--- config.mk ---
export PLATFORM = sky130hd
export DESIGN_NAME = wt_snoop_cache
export DESIGN_NICKNAME = d
export VERILOG_FILES = /design/src/rtl/wtc_pkg.sv /design/src/rtl/wtc_tag_array.sv /design/src/rtl/wtc_data_array.sv /design/src/rtl/wtc_bus_fsm.sv /design/src/rtl/wt_snoop_cache.sv
export SDC_FILE = /design/constraint.sdc
export NUM_CORES = 2
export LEC_CHECK = 0
export CAP_MARGIN = 10
export CORE_UTILIZATION = 45
export CTS_CLUSTER_SIZE = 28
export DETAILED_ROUTE_END_ITERATION = 8
export PLACE_DENSITY_LB_ADDON = 0.05
export RECOVER_POWER = 100
export REMOVE_ABC_BUFFERS = 1
export SLEW_MARGIN = 20
export SYNTH_ARGS = -nofsm -noshare
export SYNTH_HDL_FRONTEND = slang
export SYNTH_SLANG_ARGS = --single-unit
--- constraint.sdc ---
create_clock -name clk_i -period 7.08 [get_ports clk_i]
set_input_delay 1.416 -clock clk_i [delete_from_list [all_inputs] [get_ports clk_i]]
set_output_delay 1.416 -clock clk_i [all_outputs]
set_load 0.02 [all_outputs]
--- src/rtl/wtc_pkg.sv ---
package wtc_pkg;
  typedef enum logic [1:0] {
    BS_IDLE = 2'd0,
    BS_ARB  = 2'd1,
    BS_CMD  = 2'd2,
    BS_DATA = 2'd3
  } bus_st_e;

  localparam logic CMD_RD = 1'b0;
  localparam logic CMD_WR = 1'b1;
endpackage

--- src/rtl/wtc_tag_array.sv ---
module wtc_tag_array #(
  parameter int NUM_LINES = 8,
  parameter int IDX_W     = 3,
  parameter int TAG_W     = 11
) (
  input  logic             clk_i,
  input  logic             rst_ni,
  input  logic [IDX_W-1:0] a_idx_i,
  input  logic [TAG_W-1:0] a_tag_i,
  output logic             a_hit_o,
  input  logic [IDX_W-1:0] b_idx_i,
  input  logic [TAG_W-1:0] b_tag_i,
  output logic             b_hit_o,
  input  logic             inv_i,
  input  logic [IDX_W-1:0] inv_idx_i,
  input  logic [TAG_W-1:0] inv_tag_i,
  input  logic             fill_i,
  input  logic [IDX_W-1:0] fill_idx_i,
  input  logic [TAG_W-1:0] fill_tag_i
);
  logic [NUM_LINES-1:0] valid_vec;
  logic [TAG_W-1:0]     tag_arr [NUM_LINES];

  for (genvar g = 0; g < NUM_LINES; g++) begin : g_line
    logic             v_q;
    logic [TAG_W-1:0] t_q;
    logic             sel_fill, sel_inv;

    assign sel_fill = fill_i && (fill_idx_i == IDX_W'(g));
    assign sel_inv  = inv_i && (inv_idx_i == IDX_W'(g)) && (t_q == inv_tag_i);

    // fill wins: a snoop seen in the same cycle is ordered before the refill
    always_ff @(posedge clk_i or negedge rst_ni) begin
      if (!rst_ni) begin
        v_q <= 1'b0;
        t_q <= '0;
      end else if (sel_fill) begin
        v_q <= 1'b1;
        t_q <= fill_tag_i;
      end else if (sel_inv) begin
        v_q <= 1'b0;
      end
    end

    assign valid_vec[g] = v_q;
    assign tag_arr[g]   = t_q;
  end

  assign a_hit_o = valid_vec[a_idx_i] && (tag_arr[a_idx_i] == a_tag_i);
  assign b_hit_o = valid_vec[b_idx_i] && (tag_arr[b_idx_i] == b_tag_i);
endmodule

--- src/rtl/wtc_data_array.sv ---
module wtc_data_array #(
  parameter int NUM_LINES  = 8,
  parameter int LINE_WORDS = 4,
  parameter int WORD_W     = 32,
  parameter int IDX_W      = 3,
  parameter int OFF_W      = 2,
  localparam int LINE_W    = WORD_W * LINE_WORDS,
  localparam int NWORDS    = NUM_LINES * LINE_WORDS
) (
  input  logic              clk_i,
  input  logic [IDX_W-1:0]  rd_idx_i,
  input  logic [OFF_W-1:0]  rd_off_i,
  output logic [WORD_W-1:0] rd_word_o,
  input  logic              fill_i,
  input  logic [IDX_W-1:0]  fill_idx_i,
  input  logic [LINE_W-1:0] fill_line_i,
  input  logic              wr_i,
  input  logic [IDX_W-1:0]  wr_idx_i,
  input  logic [OFF_W-1:0]  wr_off_i,
  input  logic [WORD_W-1:0] wr_word_i
);
  logic [WORD_W-1:0] words [NWORDS];

  for (genvar g = 0; g < NUM_LINES; g++) begin : g_line
    for (genvar w = 0; w < LINE_WORDS; w++) begin : g_word
      logic [WORD_W-1:0] d_q;
      always_ff @(posedge clk_i) begin
        if (fill_i && fill_idx_i == IDX_W'(g))
          d_q <= fill_line_i[w*WORD_W +: WORD_W];
        else if (wr_i && wr_idx_i == IDX_W'(g) && wr_off_i == OFF_W'(w))
          d_q <= wr_word_i;
      end
      assign words[g*LINE_WORDS + w] = d_q;
    end
  end

  assign rd_word_o = words[{rd_idx_i, rd_off_i}];
endmodule

--- src/rtl/wtc_bus_fsm.sv ---
module wtc_bus_fsm
  import wtc_pkg::*;
#(
  parameter int ADDR_W     = 16,
  parameter int WORD_W     = 32,
  parameter int LINE_WORDS = 4
) (
  input  logic              clk_i,
  input  logic              rst_ni,
  input  logic              start_i,
  input  logic              we_i,
  input  logic [ADDR_W-1:0] addr_i,
  input  logic [WORD_W-1:0] wdata_i,
  input  logic              gnt_i,
  input  logic              done_i,
  output logic              req_o,
  output logic              cmd_vld_o,
  output logic              cmd_o,
  output logic [ADDR_W-1:0] baddr_o,
  output logic [WORD_W-1:0] bwdata_o,
  output logic              busy_o,
  output logic              fin_o,
  output logic              x_we_o,
  output logic [ADDR_W-1:0] x_addr_o
);
  localparam logic [ADDR_W-1:0] LINE_MASK = ~ADDR_W'(LINE_WORDS - 1);

  bus_st_e           st_q;
  logic              we_q;
  logic [ADDR_W-1:0] addr_q;
  logic [WORD_W-1:0] wdata_q;

  always_ff @(posedge clk_i or negedge rst_ni) begin
    if (!rst_ni) begin
      st_q    <= BS_IDLE;
      we_q    <= 1'b0;
      addr_q  <= '0;
      wdata_q <= '0;
    end else begin
      unique case (st_q)
        BS_IDLE: if (start_i) begin
          st_q    <= BS_ARB;
          we_q    <= we_i;
          addr_q  <= addr_i;
          wdata_q <= wdata_i;
        end
        BS_ARB:  if (gnt_i) st_q <= BS_CMD;
        BS_CMD:  st_q <= BS_DATA;
        BS_DATA: if (done_i) st_q <= BS_IDLE;
        default: st_q <= BS_IDLE;
      endcase
    end
  end

  assign req_o     = (st_q == BS_ARB);
  assign cmd_vld_o = (st_q == BS_CMD);
  assign cmd_o     = we_q ? CMD_WR : CMD_RD;
  assign baddr_o   = we_q ? addr_q : (addr_q & LINE_MASK);
  assign bwdata_o  = wdata_q;
  assign busy_o    = (st_q != BS_IDLE);
  assign fin_o     = (st_q == BS_DATA) && done_i;
  assign x_we_o    = we_q;
  assign x_addr_o  = addr_q;
endmodule

--- src/rtl/wt_snoop_cache.sv ---
module wt_snoop_cache
  import wtc_pkg::*;
#(
  parameter int ADDR_W     = 16,
  parameter int WORD_W     = 32,
  parameter int LINE_WORDS = 4,
  parameter int NUM_LINES  = 8,
  parameter int MID_W      = 2,
  parameter int MASTER_ID  = 0,
  localparam int OFF_W     = $clog2(LINE_WORDS),
  localparam int IDX_W     = $clog2(NUM_LINES),
  localparam int TAG_W     = ADDR_W - IDX_W - OFF_W,
  localparam int LINE_W    = WORD_W * LINE_WORDS
) (
  input  logic              clk_i,
  input  logic              rst_ni,
  input  logic              cpu_req_i,
  input  logic              cpu_we_i,
  input  logic [ADDR_W-1:0] cpu_addr_i,
  input  logic [WORD_W-1:0] cpu_wdata_i,
  output logic              cpu_stall_o,
  output logic              cpu_rvalid_o,
  output logic [WORD_W-1:0] cpu_rdata_o,
  output logic              bus_req_o,
  input  logic              bus_gnt_i,
  output logic              bus_cmd_vld_o,
  output logic              bus_cmd_o,
  output logic [ADDR_W-1:0] bus_addr_o,
  output logic [WORD_W-1:0] bus_wdata_o,
  input  logic              bus_done_i,
  input  logic [LINE_W-1:0] bus_rdata_i,
  input  logic              snp_vld_i,
  input  logic              snp_cmd_i,
  input  logic [ADDR_W-1:0] snp_addr_i,
  input  logic [MID_W-1:0]  snp_mid_i
);
  // address fields
  logic [IDX_W-1:0]  c_idx, x_idx, s_idx;
  logic [TAG_W-1:0]  c_tag, x_tag, s_tag;
  logic [OFF_W-1:0]  c_off, x_off;
  logic [ADDR_W-1:0] x_addr;

  assign c_idx = cpu_addr_i[OFF_W +: IDX_W];
  assign c_tag = cpu_addr_i[ADDR_W-1 -: TAG_W];
  assign c_off = cpu_addr_i[OFF_W-1:0];
  assign x_idx = x_addr[OFF_W +: IDX_W];
  assign x_tag = x_addr[ADDR_W-1 -: TAG_W];
  assign x_off = x_addr[OFF_W-1:0];
  assign s_idx = snp_addr_i[OFF_W +: IDX_W];
  assign s_tag = snp_addr_i[ADDR_W-1 -: TAG_W];

  logic c_hit, x_hit;
  logic bus_busy, fin, x_we;
  logic need_bus, start;
  logic snp_inv, do_fill, do_wr;
  logic [WORD_W-1:0] arr_word;
  logic [WORD_W-1:0] line_words [LINE_WORDS];

  assign need_bus = cpu_req_i && (cpu_we_i || !c_hit);
  assign start    = !bus_busy && need_bus;
  assign snp_inv  = snp_vld_i && (snp_cmd_i == CMD_WR) && (snp_mid_i != MID_W'(MASTER_ID));
  assign do_fill  = fin && !x_we;
  assign do_wr    = fin && x_we && x_hit;

  wtc_bus_fsm #(
    .ADDR_W    (ADDR_W),
    .WORD_W    (WORD_W),
    .LINE_WORDS(LINE_WORDS)
  ) u_fsm (
    .clk_i    (clk_i),
    .rst_ni   (rst_ni),
    .start_i  (start),
    .we_i     (cpu_we_i),
    .addr_i   (cpu_addr_i),
    .wdata_i  (cpu_wdata_i),
    .gnt_i    (bus_gnt_i),
    .done_i   (bus_done_i),
    .req_o    (bus_req_o),
    .cmd_vld_o(bus_cmd_vld_o),
    .cmd_o    (bus_cmd_o),
    .baddr_o  (bus_addr_o),
    .bwdata_o (bus_wdata_o),
    .busy_o   (bus_busy),
    .fin_o    (fin),
    .x_we_o   (x_we),
    .x_addr_o (x_addr)
  );

  wtc_tag_array #(
    .NUM_LINES(NUM_LINES),
    .IDX_W    (IDX_W),
    .TAG_W    (TAG_W)
  ) u_tags (
    .clk_i     (clk_i),
    .rst_ni    (rst_ni),
    .a_idx_i   (c_idx),
    .a_tag_i   (c_tag),
    .a_hit_o   (c_hit),
    .b_idx_i   (x_idx),
    .b_tag_i   (x_tag),
    .b_hit_o   (x_hit),
    .inv_i     (snp_inv),
    .inv_idx_i (s_idx),
    .inv_tag_i (s_tag),
    .fill_i    (do_fill),
    .fill_idx_i(x_idx),
    .fill_tag_i(x_tag)
  );

  wtc_data_array #(
    .NUM_LINES (NUM_LINES),
    .LINE_WORDS(LINE_WORDS),
    .WORD_W    (WORD_W),
    .IDX_W     (IDX_W),
    .OFF_W     (OFF_W)
  ) u_data (
    .clk_i      (clk_i),
    .rd_idx_i   (c_idx),
    .rd_off_i   (c_off),
    .rd_word_o  (arr_word),
    .fill_i     (do_fill),
    .fill_idx_i (x_idx),
    .fill_line_i(bus_rdata_i),
    .wr_i       (do_wr),
    .wr_idx_i   (x_idx),
    .wr_off_i   (x_off),
    .wr_word_i  (bus_wdata_o)
  );

  for (genvar w = 0; w < LINE_WORDS; w++) begin : g_slice
    assign line_words[w] = bus_rdata_i[w*WORD_W +: WORD_W];
  end

  assign cpu_stall_o  = start || (bus_busy && !fin);
  assign cpu_rvalid_o = (!bus_busy && cpu_req_i && !cpu_we_i && c_hit) || do_fill;
  assign cpu_rdata_o  = do_fill ? line_words[x_off] : arr_word;
endmodule

* After elaboration in Yosys (flattened, before gate mapping)
Cells that the tools add are included.
** Cells by class
- Magnitude comparators :: 6
- Eq/ne operators :: 33
- Muxes and demuxes :: 103
- Bitwise gates (word level) :: 4
- Reductions and logical operators :: 134
** Operator list (count)
- $mux W32 :: 69
- $bmux W32 S5 :: 1
- $eq A11 B11 Y1 :: 10
- $reduce_bool A2 Y1 :: 42
- $logic_and A1 B1 Y1 :: 78
- $bmux W11 S3 :: 2
- $bmux W32 S2 :: 1
- $mux W11 :: 4
- $eq A3 B3 Y1 const B :: 8
- $mux W1 :: 19
- $eq A3 B2 Y1 const B :: 4
- $eq A2 B2 Y1 const B :: 4
- $ge A4 B4 Y1 const B :: 2
- $lt A3 B4 Y1 const B :: 2
- $mux W2 :: 4
- $not A3 Y4 :: 2
- $pmux W2 S4 :: 1
- $bmux W1 S3 :: 2
- $eq A3 B1 Y1 const B :: 2
- $ge A6 B6 Y1 const B :: 1
- $logic_not A3 Y1 :: 2
- $not A5 Y6 :: 1
- $logic_not A1 Y1 :: 5
- $eq A2 B1 Y1 const B :: 2
- 8 further kinds :: 12
** Storage, ports and cells
- Register bits after elaboration :: 1171
- Input port bits :: 202
- Logic and storage cells :: 332

* Longest topological paths before layout
- Word-level depth :: 12
- Mapped depth :: 10

* Cells and area by module
A second synthesis with hierarchy kept.
** Second synthesis, totals
- Cells, all modules :: 5580
- Area total of the unflattened synthesis :: 60036.3 sq um
** Modules (own cells, without submodules)
- wtc_data_array :: times used 1, cells each 4861, area an instance 50170.6 sq um
- wtc_tag_array :: times used 1, cells each 496, area an instance 6388.6 sq um
- wtc_bus_fsm :: times used 1, cells each 139, area an instance 2114.5 sq um
- wt_snoop_cache :: times used 1, cells each 84, area an instance 1362.6 sq um

* Worst setup path after synthesis
Ideal clock, no wire load.
- Path kind :: input to register
- From :: input port bus_done_i
- To :: register u_data.g_line[0].g_word[3].d_q[0], enable pin
- Setup time :: 466 ps
- Arrival :: 4762 ps
- Data required time :: 6614 ps
- Setup slack :: 1853 ps
- Stages :: 6
- Path buffers :: 0
- Cell sequence :: nand2_1 nor3b_1 nand4_1 nor4_4 nand4b_1 o21ai_0
** On the way
- Word-level cells in the longest chain between the ends :: 6
- Elaborated cells on any way between the ends :: 8
- Classes of those cells :: reduce/logical: 8
** RTL lines
- start, declared :: line wt_snoop_cache.sv:30 : input logic bus_done_i,
- $logic_and A1 B1 Y1 (*) :: line wtc_bus_fsm.sv:61 : assign fin_o = (st_q == BS_DATA) && done_i;
- $logic_and A1 B1 Y1 (2 in series) :: line wt_snoop_cache.sv:63 : assign do_wr = fin && x_we && x_hit;
- $logic_and A1 B1 Y1 (2 in series) :: line wtc_data_array.sv:30 : else if (wr_i && wr_idx_i == IDX_W'(g) && wr_off_i == OFF_W'(w))
- $reduce_bool A2 Y1 (no source line) (*)
- end signal, assigned :: line wtc_data_array.sv:29 : d_q <= fill_line_i[w*WORD_W +: WORD_W];
- end signal, assigned :: line wtc_data_array.sv:31 : d_q <= wr_word_i;
- end, declared :: line wtc_data_array.sv:26 : logic [WORD_W-1:0] d_q;
Mark *: on every way between the ends. The rest lies on a longest branch, timed or not.
A chain may end at the register's enable or synchronous reset.

* Worst setup path in the final report
- From :: input port bus_done_i
- To :: register u_data.g_line[6].g_word[3].d_q[11], enable pin
** On the way
- Word-level cells in the longest chain between the ends :: 6
- Elaborated cells on any way between the ends :: 8
- Classes of those cells :: reduce/logical: 8
** RTL lines (line)
- $logic_and A1 B1 Y1 (*) :: wtc_bus_fsm.sv:61
- $logic_and A1 B1 Y1 (2 in series) :: wt_snoop_cache.sv:63
- $logic_and A1 B1 Y1 (2 in series) :: wtc_data_array.sv:30
- $reduce_bool A2 Y1 (no source line) (*)
- end signal, assigned :: wtc_data_array.sv:29
- end signal, assigned :: wtc_data_array.sv:31
- end, declared :: wtc_data_array.sv:26
Marks and branches as above.

==> results by group <==
Outcome
  • Status: complete, but fails checks
  • Failing checks: capacitance limit, slew limit

Route
  • TritonRoute pass-1 iters: 8
  • # DRC: 0
  • Detail Route Antenna Nets: 0
  • Via count: 40,900
  • Iter 0 DRT Violations: about 4,700
  • Vias per std cell: 5.83
  • Final WL: 206,000 um
  • Avg WL per Cell: 29.4 um

Min path
  • Hold Crit Class: register to register
  • Hold EP: u_tags.g_line[7].v_q$_DFFE_PN0P_
  • Hold_sp: u_tags.g_line[7].v_q$_DFFE_PN0P_
  • Worst Hold Depth: 2

Die
  • Ports: roughly 290
  • Die area: approximately 130,000 um2
  • Die W: about 360 um
  • FP Rows: 131
  • Die Y: between 300 and 400 um
  • Initial Utilization: between 40% and 50%
  • Core box area: approximately 130,000 um2

STA
  • Worst Max-Slew Pin Slew: approximately 3.6 ns
  • Tmin final: approximately 6.6 ns
  • Fin. max-slew vios: approximately 870
  • Fin. Hold Viols: 0
  • Fin Hold WS: 0.513 ns
  • Crit share post-route: just over 90%
  • Unrepaired setup endpoints after global routing: no
  • Slew headroom: -143%
  • Endpoints failing setup: 0
  • Worst Skew: roughly 0.026 ns
  • Fmax: 0.152 GHz

Worst setup path
  • CP Launch Type: primary input
  • Crit-path cells: dlygate4sd3_1, nand2_1, nor2_4, buf_4, nand2_1, or2_0, buf_4, o21ai_2, buf_12
  • CP peak stage delay: between 2 and 2.5 ns
  • Kind of critical path: primary input to register
  • Top Family by Delay on Critical Path: simple AND/OR/NAND/NOR gates
  • Worst-path fanout max: 29
  • Reg-to-reg endpoint: u_data.g_line[0].g_word[2].d_q[2]$_DFFE_PP_
  • Crit path DAT: ~7 ns
  • R2r startpoint: u_fsm.x_addr_o[4]$_DFFE_PN0P_
  • Worst R2R Path Depth: 9
  • Worst path slowest cell: or2_0
  • Crit path from: bus_done_i
  • Crit end category: register
  • Buf+Inv Stages, Crit Path: 4
  • Worst Path Required: 7.55 ns
  • Setup slack, reg-to-reg: approximately 0.66 ns

Synth
  • Biggest area consumer among synthesized cells: edfxtp_1
  • Distinct cells, synth: 46
  • Sequential element share of the synthesized area: 59.1%
  • Post-synth top area share: about 53%
  • Mapped Area: around 58,000 um2
  • Seq cells post-synth: 1,171
  • Mapped Cells: around 5,000
  • Top post-synthesis cells by area: edfxtp_1 (53%), nand2_1 (17%), mux4_2 (15%), dfrtp_1 (6.3%), clkbuf_1 (2.4%)
  • Avg Cell Area, Syn: 11.5 um2
  • Ys Warns: 0

Placed design
  • IO Port Bufs: about 280
  • Placed insts: 6,746
  • Hpwl dp: 124,000 um
  • GP Congestion: approximately 0.84
  • Area after DPL: ~63,000 um2

Power and ir drop
  • Maximum vdd drop: roughly 0.26 mV
  • Leakage Power: approximately 25 nW
  • PD cells: ~340 nW/um2
  • Pwr Total: between 0.02 and 0.025 W

Finish
  • Filler Cell Count: 11,000
  • Most common cell after layout, fill and taps aside: nand2_1
  • Synth-to-layout area growth: 15.4%
  • Nets: 5,361
  • Most frequent cells in the layout: nand2_1 (2,618), edfxtp_1 (1,024), mux4_2 (391)
  • Layout cells sized above 1: roughly 15%
  • Post-route insts no fill: 7,004
  • Post-route cell area: roughly 67,000 um2

Global routing
  • First-pass GRT wire length: ~300,000 um
  • Initial antenna violation count: 16
  • Grt ovf: 0
  • Vias in the first global route: between 30,000 and 40,000
  • Largest net degree at the start of global routing: 87
  • All-Layer GR Usage: between 30% and 40%

Clock network
  • Post-CTS Setup Repair Bufs: 0
  • CTS sink cnt: about 1,200
  • Htree depth: 4
  • Worst-path clk slew: ~0.060 ns
  • Post-CTS Hold Fix Bufs: 0
  • Worst skew pair latency: around 0.76 ns
  • CTS tree: yes
  • Post-cts sizing count: 0
  • CTS Root Cell: clkbuf_16
  • Num CTS Buffers: approximately 140
  • Clock Path Buffers: 3

Flow run
  • Reported max-cap violation count: 25
-- layout make-up --
class / count / area, um2 / share of cell area [%]
timing repair buffer: 417 / 4060 / 6.03
clock buffer: 205 / 3980 / 5.92
sequential: 1171 / 34400 / 51.2
multi-input combinational: 3422 / 22300 / 33.1
inverter: 7 / 26.3 / 0.0391
tap: 1729 / 2160 / 3.22
antenna: 8 / 20.0 / 0.0298
clock inverter: 45 / 345 / 0.513
-- layer usage --
metal	part of all wire [%]	global-route usage (%)	wire [um]
met1	40	43.5	83300
met4	3.1	10.2	6440
met5	0.039	0	81
met3	8.4	4.75	17400
met2	48	51.5	99000
-- report_power, final --
part,switching (W),internal [W]
clock network,0.00289,0.00400
logic,0.00367,0.00229
registers,0.00108,0.00907
total,0.00764,0.0154
-- flip-flops by register name (all words and copies together) (netlist names) --
register / flops
u_fsm.bwdata_o: 32
u_fsm.x_addr_o: 16
u_tags.g_line.v_q: 8
u_tags.g_line.t_q: 88
u_fsm.x_we_o: 1
u_data.g_line.g_word.d_q: 1024
u_fsm.st_q: 2
-- synthesized netlist by cell type, drive strengths merged --
library cell     n
nand2         2618
edfxtp        1024
mux4           393
clkbuf         366
dfrtp          147
buf             94
xnor2           81
o21ai           67
mux2i           66
mux2            49
xor2            29
nand4           27
nor2            14
inv              7
nor3             6
or2              6
ha               5
nand3            5
nor2b            5
nor3b            5
nor4             5
or3              5
a221oi           4
and2             4
nand4b           4
o31ai            4
o41ai            4
a22o             3
nand2b           3
a21oi            2
and4             2
o32ai            2
a21boi           1
a22oi            1
o211ai           1
or4              1
-- worst max-delay path by stage --
stage                                                   end  cells after the start
2_1_floorplan   u_data.g_line[0].g_word[0].d_q[0]$_DFFE_PP_                      5
3_3_place_gp                                cpu_rdata_o[15]                      7
3_5_place_dp                                    cpu_stall_o                      9
4_1_cts                                         cpu_stall_o                      9
5_1_grt        u_data.g_line[6].g_word[3].d_q[11]$_DFFE_PP_                      9
6_report       u_data.g_line[6].g_word[3].d_q[11]$_DFFE_PP_                      9
-- worst register-to-register path, delay by kind of cell, from the launching register on --
family	cells	cell delay, ns
XOR/XNOR	1	0.28
AND/OR/NAND/NOR	3	1.45
multiplexers	2	0.63
buffers and inverters	2	2.50
AO/OA/AOI/OAI	1	0.27
flip-flops	1	0.85
-- kinds of logic after synthesis --
family | share of synthesized area [%]
AOI/OAI and AO/OA | 0.897
xor gates and xnor gates | 1.65
muxes | 17.3
adders and majority gates | 0.107
buffers and inverters | 3.15
and+or+nand+nor | 17.8
DFF | 59.1
-- metrics by stage --
stage | utilization [%] | setup WS (ns) | setup TNS, ns
finish | 52.6 | 0.507 | 0
global route | 52.5 | 0.543 | 0
CTS | 52.8 | 1.16 | 0
detailed placement | 49.5 | 1.18 | 0
global placement | 49.5 | 1.19 | 0
floorplan | - | -2.03 | -1799.86
Note: power is estimated with default switching activity, not from simulation.
